## src/rtl/psat_pkg.sv

```systemverilog
package psat_pkg;
  localparam int DATA_W  = 32;
  localparam int HALF_W  = DATA_W / 2;
  localparam int BYTE_W  = 8;
  localparam int N_HALF  = DATA_W / HALF_W;
  localparam int N_BYTE  = DATA_W / BYTE_W;
  localparam int IDX_W   = 4;
  localparam int SEL_W   = 3;

  localparam logic [7:0]       GROUP_CODE  = 8'h62;
  localparam logic [3:0]       COND_ALWAYS = 4'hE;

  typedef enum logic [SEL_W-1:0] {
    OP_HADD  = 3'd0,
    OP_HXSA  = 3'd1,
    OP_HXAS  = 3'd2,
    OP_HSUB  = 3'd3,
    OP_BADD  = 3'd4,
    OP_RSV5  = 3'd5,
    OP_RSV6  = 3'd6,
    OP_BSUB  = 3'd7
  } op_sel_e;
endpackage

```

## src/rtl/psat_rst_sync.sv

```systemverilog
module psat_rst_sync #(
  parameter int STAGES = 2
) (
  input  logic clk,
  input  logic rst_n,
  output logic rst_sync_n
);
  logic [STAGES-1:0] sync_q;
  logic [STAGES-1:0] sync_d;

  always_comb begin
    sync_d = {sync_q[STAGES-2:0], 1'b1};
  end

  always_ff @(posedge clk or negedge rst_n) begin
    if (!rst_n) sync_q <= '0;
    else        sync_q <= sync_d;
  end

  assign rst_sync_n = sync_q[STAGES-1];
endmodule

```

## src/rtl/psat_decode.sv

```systemverilog
module psat_decode
  import psat_pkg::*;
(
  input  logic [DATA_W-1:0] insn_i,
  input  logic              cond_pass_i,
  output op_sel_e           sel_o,
  output logic [IDX_W-1:0]  dest_o,
  output logic [IDX_W-1:0]  src_a_o,
  output logic [IDX_W-1:0]  src_b_o,
  output logic              write_ok_o,
  output logic              illegal_o
);
  logic group_hit;
  logic reserved;
  logic cond_ok;

  always_comb begin
    sel_o     = op_sel_e'(insn_i[7:5]);
    dest_o    = insn_i[15:12];
    src_a_o   = insn_i[19:16];
    src_b_o   = insn_i[3:0];
    group_hit = (insn_i[27:20] == GROUP_CODE);
    reserved  = (sel_o == OP_RSV5) || (sel_o == OP_RSV6);
    cond_ok   = (insn_i[31:28] == COND_ALWAYS) || cond_pass_i;
    write_ok_o = group_hit && !reserved && cond_ok;
    illegal_o  = group_hit && reserved;
  end
endmodule

```

## src/rtl/psat_lane.sv

```systemverilog
module psat_lane #(
  parameter int W = 8
) (
  input  logic [W-1:0] a_i,
  input  logic [W-1:0] b_i,
  input  logic         sub_i,
  output logic [W-1:0] y_o
);
  localparam logic [W-1:0] MAX_POS = {1'b0, {(W-1){1'b1}}};
  localparam logic [W-1:0] MAX_NEG = {1'b1, {(W-1){1'b0}}};

  logic [W-1:0] b_eff;
  logic [W-1:0] raw;
  logic         sign_rule;
  logic         ovf;

  always_comb begin
    b_eff     = sub_i ? ~b_i : b_i;
    raw       = a_i + b_eff + {{(W-1){1'b0}}, sub_i};
    sign_rule = sub_i ? (a_i[W-1] != b_i[W-1]) : (a_i[W-1] == b_i[W-1]);
    ovf       = sign_rule && (raw[W-1] != a_i[W-1]);
    if (ovf) y_o = a_i[W-1] ? MAX_NEG : MAX_POS;
    else     y_o = raw;
  end
endmodule

```

## src/rtl/psat_datapath.sv

```systemverilog
module psat_datapath
  import psat_pkg::*;
(
  input  op_sel_e           sel_i,
  input  logic [DATA_W-1:0] a_i,
  input  logic [DATA_W-1:0] b_i,
  output logic [DATA_W-1:0] y_o
);
  logic [DATA_W-1:0] half_res;
  logic [DATA_W-1:0] byte_res;
  logic              exchange;

  assign exchange = (sel_i == OP_HXSA) || (sel_i == OP_HXAS);

  for (genvar h = 0; h < N_HALF; h++) begin : g_half
    logic [HALF_W-1:0] b_pick;
    logic              sub_h;

    always_comb begin
      b_pick = exchange ? b_i[(N_HALF-1-h)*HALF_W +: HALF_W]
                        : b_i[h*HALF_W +: HALF_W];
      case (sel_i)
        OP_HSUB: sub_h = 1'b1;
        OP_HXSA: sub_h = (h == 0);
        OP_HXAS: sub_h = (h != 0);
        default: sub_h = 1'b0;
      endcase
    end

    psat_lane #(.W(HALF_W)) lane_i (
      .a_i   (a_i[h*HALF_W +: HALF_W]),
      .b_i   (b_pick),
      .sub_i (sub_h),
      .y_o   (half_res[h*HALF_W +: HALF_W])
    );
  end

  for (genvar k = 0; k < N_BYTE; k++) begin : g_byte
    psat_lane #(.W(BYTE_W)) lane_i (
      .a_i   (a_i[k*BYTE_W +: BYTE_W]),
      .b_i   (b_i[k*BYTE_W +: BYTE_W]),
      .sub_i (sel_i == OP_BSUB),
      .y_o   (byte_res[k*BYTE_W +: BYTE_W])
    );
  end

  always_comb begin
    y_o = sel_i[SEL_W-1] ? byte_res : half_res;
  end
endmodule

```

## src/rtl/psat_unit.sv

```systemverilog
module psat_unit
  import psat_pkg::*;
(
  input  logic              clk,
  input  logic              rst_n,
  input  logic              issue_i,
  input  logic [DATA_W-1:0] insn_i,
  input  logic              cond_pass_i,
  input  logic [DATA_W-1:0] op_a_i,
  input  logic [DATA_W-1:0] op_b_i,
  output logic [IDX_W-1:0]  src_a_idx_o,
  output logic [IDX_W-1:0]  src_b_idx_o,
  output logic [DATA_W-1:0] result_o,
  output logic [IDX_W-1:0]  dest_o,
  output logic              wr_en_o,
  output logic              illegal_o
);
  logic              rst_sync_n;
  op_sel_e           sel;
  logic [IDX_W-1:0]  dec_dest;
  logic              dec_write_ok;
  logic              dec_illegal;
  logic [DATA_W-1:0] dp_res;

  logic              wr_d, wr_q;
  logic              ill_d, ill_q;
  logic [DATA_W-1:0] res_q;
  logic [IDX_W-1:0]  dest_q;
  logic              data_en;

  psat_rst_sync #(.STAGES(2)) rst_sync_i (
    .clk        (clk),
    .rst_n      (rst_n),
    .rst_sync_n (rst_sync_n)
  );

  psat_decode dec_i (
    .insn_i      (insn_i),
    .cond_pass_i (cond_pass_i),
    .sel_o       (sel),
    .dest_o      (dec_dest),
    .src_a_o     (src_a_idx_o),
    .src_b_o     (src_b_idx_o),
    .write_ok_o  (dec_write_ok),
    .illegal_o   (dec_illegal)
  );

  psat_datapath dp_i (
    .sel_i (sel),
    .a_i   (op_a_i),
    .b_i   (op_b_i),
    .y_o   (dp_res)
  );

  always_comb begin
    wr_d    = issue_i && dec_write_ok;
    ill_d   = issue_i && dec_illegal;
    data_en = issue_i;
  end

  always_ff @(posedge clk or negedge rst_sync_n) begin
    if (!rst_sync_n) begin
      wr_q  <= 1'b0;
      ill_q <= 1'b0;
    end else begin
      wr_q  <= wr_d;
      ill_q <= ill_d;
    end
  end

  always_ff @(posedge clk) begin
    if (data_en) begin
      res_q  <= dp_res;
      dest_q <= dec_dest;
    end
  end

  assign result_o  = res_q;
  assign dest_o    = dest_q;
  assign wr_en_o   = wr_q;
  assign illegal_o = ill_q;
endmodule

```

## config.mk

```make
export PLATFORM = sky130hd
export DESIGN_NAME = psat_unit
export DESIGN_NICKNAME = d
export VERILOG_FILES = /design/src/rtl/psat_pkg.sv /design/src/rtl/psat_rst_sync.sv /design/src/rtl/psat_decode.sv /design/src/rtl/psat_lane.sv /design/src/rtl/psat_datapath.sv /design/src/rtl/psat_unit.sv
export SDC_FILE = /design/constraint.sdc
export NUM_CORES = 1
export LEC_CHECK = 0
export ABC_AREA = 1
export ABC_CLOCK_PERIOD_IN_PS = 800
export BUFFER_PORTS_ARGS = -buffer_cell sky130_fd_sc_hd__clkbuf_2
export CAP_MARGIN = 20
export CORE_ASPECT_RATIO = 1.25
export CORE_MARGIN = 2
export CORE_UTILIZATION = 59
export DETAILED_ROUTE_END_ITERATION = 8
export HOLD_SLACK_MARGIN = 0.08
export PLACE_DENSITY = 0.88
export SETUP_SLACK_MARGIN = 0.2
export SYNTH_ARGS = -nofsm -noshare
export SYNTH_HDL_FRONTEND = slang
export SYNTH_SLANG_ARGS = --single-unit
```

## constraint.sdc

```tcl
create_clock -name clk -period 0.8 [get_ports clk]
set_clock_uncertainty 0.05 [all_clocks]
set_input_delay 0.08 -clock clk [delete_from_list [all_inputs] [get_ports clk]]
set_output_delay 0.08 -clock clk [all_outputs]
set_load 0.01 [all_outputs]
```

==> key figures, run 1 <==
Synth
  • Post-synth top area cell: edfxtp_1
  • Synth Area in XOR/XNOR: 17.6%
  • Post-synth EDFFs: 36
  • Post-synthesis compound-gate area fraction: between 10% and 20%
  • FFs w/ async S/R, synth: 10.0%
  • Top cells by area, synth: edfxtp_1 20%, xor2_1 14%, ha_1 12%, nand2_1 11%, a21oi_1 9.4%
  • Simple-Gate Fraction of Synth Area: 20.1%
  • Synth cell types: 40
  • Sequential-to-total area share from yosys stat: 21.3%
  • Yosys top cell area share: 19.5%
  • Syn_nets: a little over 900
  • Largest family of logic cells by synthesized area: simple AND/OR/NAND/NOR gates
  • Top-count cell post-synth: nand2_1
  • Mux share of post-synthesis cell area: 0%
  • Top_reg_cell synth: edfxtp_1
  • Synth Warn #: 0
  • Post-Synthesis Cells: 769
  • Syn_area_per_cell: 7.20 um2
  • Most instantiated cells after synthesis: 164 x nand2_1, 104 x a21oi_1, 86 x xor2_1
  • Synth Register Bits: 40
  • Syn Std Cell Area: 5530 um2
  • Adder-cell area share of the yosys netlist: 14.4%

Clocking
  • Post_cts resized: roughly 140
  • Cts bufs inserted: 5
  • # hold bufs at CTS: 1
  • Clock root cell: clkbuf_16
  • Clock tree buffer depth: 2
  • Post-CTS setup buffers: 27
  • H-Tree Depth: 2
  • Clock Sink Count: 40

Die
  • Boundary Pins: 146
  • Chip height: 112 um
  • Initial Util: approximately three fifths
  • Die width: 90.6 um
  • Row cnt: 39

Outcome
  • Status: aborted with a tool error
  • Halt Stage: 4_1_cts
  • Err: [ERROR DPL-0038] Utilization greater than 100%, impossible to legalize

Place
  • Port buffer count: between 100 and 150
  • Place WS: -2.32 ns
  • DPL Wire Length: 18.7 mm
  • Post-Place Cells: ~1200
  • Final GP Congestion: 0.961
==> cells by family after synthesis <==
| family | after synthesis |
|---|---|
| AOI/OAI and AO/OA | 193 |
| xor gates and xnor gates | 111 |
| adders and majority gates | 60 |
| buffers and inverters | 100 |
| DFF | 40 |
| other | 1 |
| and+or+nand+nor | 264 |
==> through the flow <==
stage	TNS [ns]	cell area [um2]
global placement	-64.91	8110
detailed placement	-71.44	8110
floorplan	-52.54	5810
==> inputs of run 2 (changes only) <==
Settings changed: CORE_ASPECT_RATIO 1.25 to unset, CORE_UTILIZATION 59 to 40, HOLD_SLACK_MARGIN 0.08 to unset, PLACE_DENSITY 0.88 to unset, PLACE_DENSITY_LB_ADDON set to 0.15, SETUP_SLACK_MARGIN 0.2 to unset.
==> key figures, run 2 <==
Setup path
  • CP most frequent cell: nand2_2
  • WP buf/inv: 8
  • Critical Path AT: 2.56 ns
  • FF-to-FF Start: rst_sync_i.sync_q[0]
  • Setup slack, reg-to-reg: 0.28 ns
  • Slowest stage cell, crit path: ha_1
  • Largest stage delay, worst path: 0.25 ns
  • Nature of the critical path endpoint: flip-flop
  • Crit path kind: in -> reg
  • Critical-path cell list: clkbuf_16 -> inv_16 -> nand3_4 -> nand2_8 -> buf_4 -> buf_16 -> nand2_1 -> o21ai_1 -> xor2_1 -> buf_4 -> ha_1 -> nand2_2 -> inv_1 -> nand2_2 -> nand2_2 -> nand2_2 -> nand2_2 -> buf_6 -> a21oi_4 -> buf_6 -> a21oi_2
  • Data required, critical path: 0.79 ns
  • Worst-path maximum fanout: 10
  • Reg2reg path depth: 0
  • FF-to-FF End: rst_sync_i.sync_q[1]
  • Critical Path Sink: result_o[5]
  • Stages on the worst setup path: 21
  • Critical Path Source: insn_i[7]
  • Critical path startpoint category: input pin
  • Critical path's top delay family: buffers and inverters

Flow run
  • Max Cap Viol: 0

Synth
  • Syn_nets: 929 (unchanged)
  • Yosys top cell area share: 19.5% (unchanged)
  • Post-Synthesis Cells: 769 (unchanged)
  • Most instantiated cells after synthesis: 164 x nand2_1, 104 x a21oi_1, 86 x xor2_1
  • Top cells by area, synth: edfxtp_1 20%, xor2_1 14%, ha_1 12%, nand2_1 11%, a21oi_1 9.4%
  • Synth Register Bits: 40 (unchanged)
  • Top-count cell post-synth: nand2_1
  • Sequential-to-total area share from yosys stat: 21.3% (unchanged)
  • Top_reg_cell synth: edfxtp_1
  • Post-synth top area cell: edfxtp_1
  • Synth cell types: 40 (unchanged)
  • Post-synth EDFFs: 36 (unchanged)
  • Syn_area_per_cell: 7.20 um2 (unchanged)
  • Synth Warn #: 0 (unchanged)
  • FFs w/ async S/R, synth: 10.0% (unchanged)
  • Syn Std Cell Area: 5530 um2 (unchanged)

Global route
  • GRT overflow: 0
  • Gr usage total: 26.5%
  • First-pass GRT wire length: 31.0 mm
  • Vias in the first global route: 6562
  • GR Util met2: 46.2%
  • GR Util met1: 33.8%
  • GR peak layer: met2
  • Antenna violations before repair: 0
  • Met3 GRT Util: 2.67%
  • Largest net degree at the start of global routing: 17

Power and ir drop
  • Max IR drop VDD: 0.860 mV
  • Switch Pwr: 6.23 mW
  • Flop pwr share: 18.8%
  • Switch share: 40.7%
  • Cell area power density: 1610 nW/um2
  • Cell Int Power: 9.09 mW
  • Clock power frac: between 10 and 15%
  • P_leak: 4.85 nW
  • Combinational share of power: 67.7%

STA
  • Peak Freq: 0.389 GHz
  • Final hold vios: 3
  • Min cycle time layout: about 2.6 ns
  • Period utilization: 321%
  • RSZ-0062 raised after global routing: true
  • Final Max Tran Viols: 0
  • Hold_ws: -0.0191 ns
  • Final Worst Setup Slack: -1.77 ns
  • # setup viols final: 70

Finish
  • Number of diodes: 0
  • Design Area, Final: 9540 um2
  • Commonest non-fill, non-tap cell in the layout: buf_4
  • Most frequent cells in the layout: 243 x buf_4, 121 x clkbuf_2, 119 x nand2_1, 83 x xor2_1
  • Share of cells above drive strength 1: 48.1%
  • Layout area overhead: 72.3%
  • Post-route insts no fill: ~1300
  • Post-layout net count: 1316
  • Number of flip-flops in the largest register: 32
  • Utilization after layout: 71.2%

Place
  • Place WS: -2.19 ns (+0.135 ns)
  • Final GP Congestion: 0.919 (-4.4%)
  • Post-Place Cells: 1280 (+5.9%)
  • Port buffer count: 124 (unchanged)
  • Placed Area: 8320 um2 (+2.5%)
  • DPL Wire Length: 14.9 mm (-20%)

Drt
  • Vias: 6772
  • Vias per cell: roughly 5
  • Drt pass-1 iters: 6
  • Detail Route Antenna Nets: 0
  • Initial drt markers: 309
  • Drt wl/cell: 15.1 um
  • Drt total wl: 20.2 mm
  • Drt drc: 0

Clocking
  • Clock root cell: clkbuf_16
  • Worst-path clk slew: roughly 0.06 ns
  • Clock tree buffer depth: 2 (unchanged)
  • CTS tree: done
  • Clock latency on the worst-skew pair: between 0.2 and 0.3 ns
  • # hold bufs at CTS: 5 (+4)
  • Cts bufs inserted: 5 (unchanged)
  • H-Tree Depth: 2 (unchanged)
  • Clock Sink Count: 40 (unchanged)

Outcome
  • Status: finished, violations left
  • Failing checks: hold timing, setup timing

Die
  • CORE AREA: 13400 um2
  • Die Footprint: 14800 um2
  • Die width: 122 um (+34%)
  • Row cnt: 42 (+7.7%)
  • Chip height: 122 um (+8.3%)
  • Initial Util: 41.3% (-19 points)
  • Boundary Pins: 146 (unchanged)

Hold path
  • Hold WC Path Type: reg -> async
run 2: cell counts after synthesis:
Identical to the previous run, type by type.
run 2: per-layer routing:
layer / wire (um) / vias up
met2: 9800 / 238
met5: 0 / -
met4: 720 / 0
met3: 1070 / 55
li1: - / 3370
met1: 8570 / 3109
run 2: layout make-up:
type / count / area [um2]
clock buffer: 8 / 146
fill: 1089 / 3860
inverter: 75 / 320
multi-input combinational: 631 / 4630
sequential: 40 / 1180
tap: 176 / 220
timing repair buffer: 403 / 3040
run 2: cells by family after synthesis:
group                    Yosys count  synth area share [%]
AND/OR/NAND/NOR                  264                  20.1
buffers and inverters            100                  7.73
flip-flops                        40                  21.3
adder cells (fa/ha/maj)           60                  14.4
AO/OA/AOI/OAI                    193                  18.8
XOR/XNOR                         111                  17.6
other                              1                0.0678
run 2: what timing repair did:
action / in CTS / in global routing
setup buffers: 27 / 11
gates cloned: 6 / 2
hold endpoints to repair: 9 / 2
resized for setup: 78 / 114
endpoints found under the setup margin: 71 / 71
pin swaps: 55 / 66
run 2: stage by stage:
step                setup TNS (ns)  total power, mW
finish                      -59.21             15.3
global route                -63.79             16.4
CTS                         -58.06             14.3
detailed placement          -69.02             11.3
global placement            -67.62             11.2
floorplan                   -52.54             7.60
run 2: worst min path at each step:
stage,endpoint,slack (ns),cells after the start
floorplan,rst_sync_i.sync_q[0],-0.27,0
global placement,rst_sync_i.sync_q[1],-0.18,1
detailed placement,rst_sync_i.sync_q[1],-0.18,1
CTS,wr_en_o,-0.01,0
global route,wr_en_o,-0.01,0
finish,wr_en_o,-0.02,0
run 2: power groups by stage:
| stage | sequential, mW | clock [mW] | combinational [mW] |
|---|---|---|---|
| after floorplan | 3.11 | 0 | 4.48 |
| after global placement | 2.92 | 0 | 8.28 |
| after detailed placement | 2.92 | 0 | 8.37 |
| after CTS | 2.88 | 2.13 | 9.29 |
| after global routing | 2.91 | 2.21 | 11.3 |
| final | 2.87 | 2.08 | 10.4 |
Power figures use the tool's default switching activity.
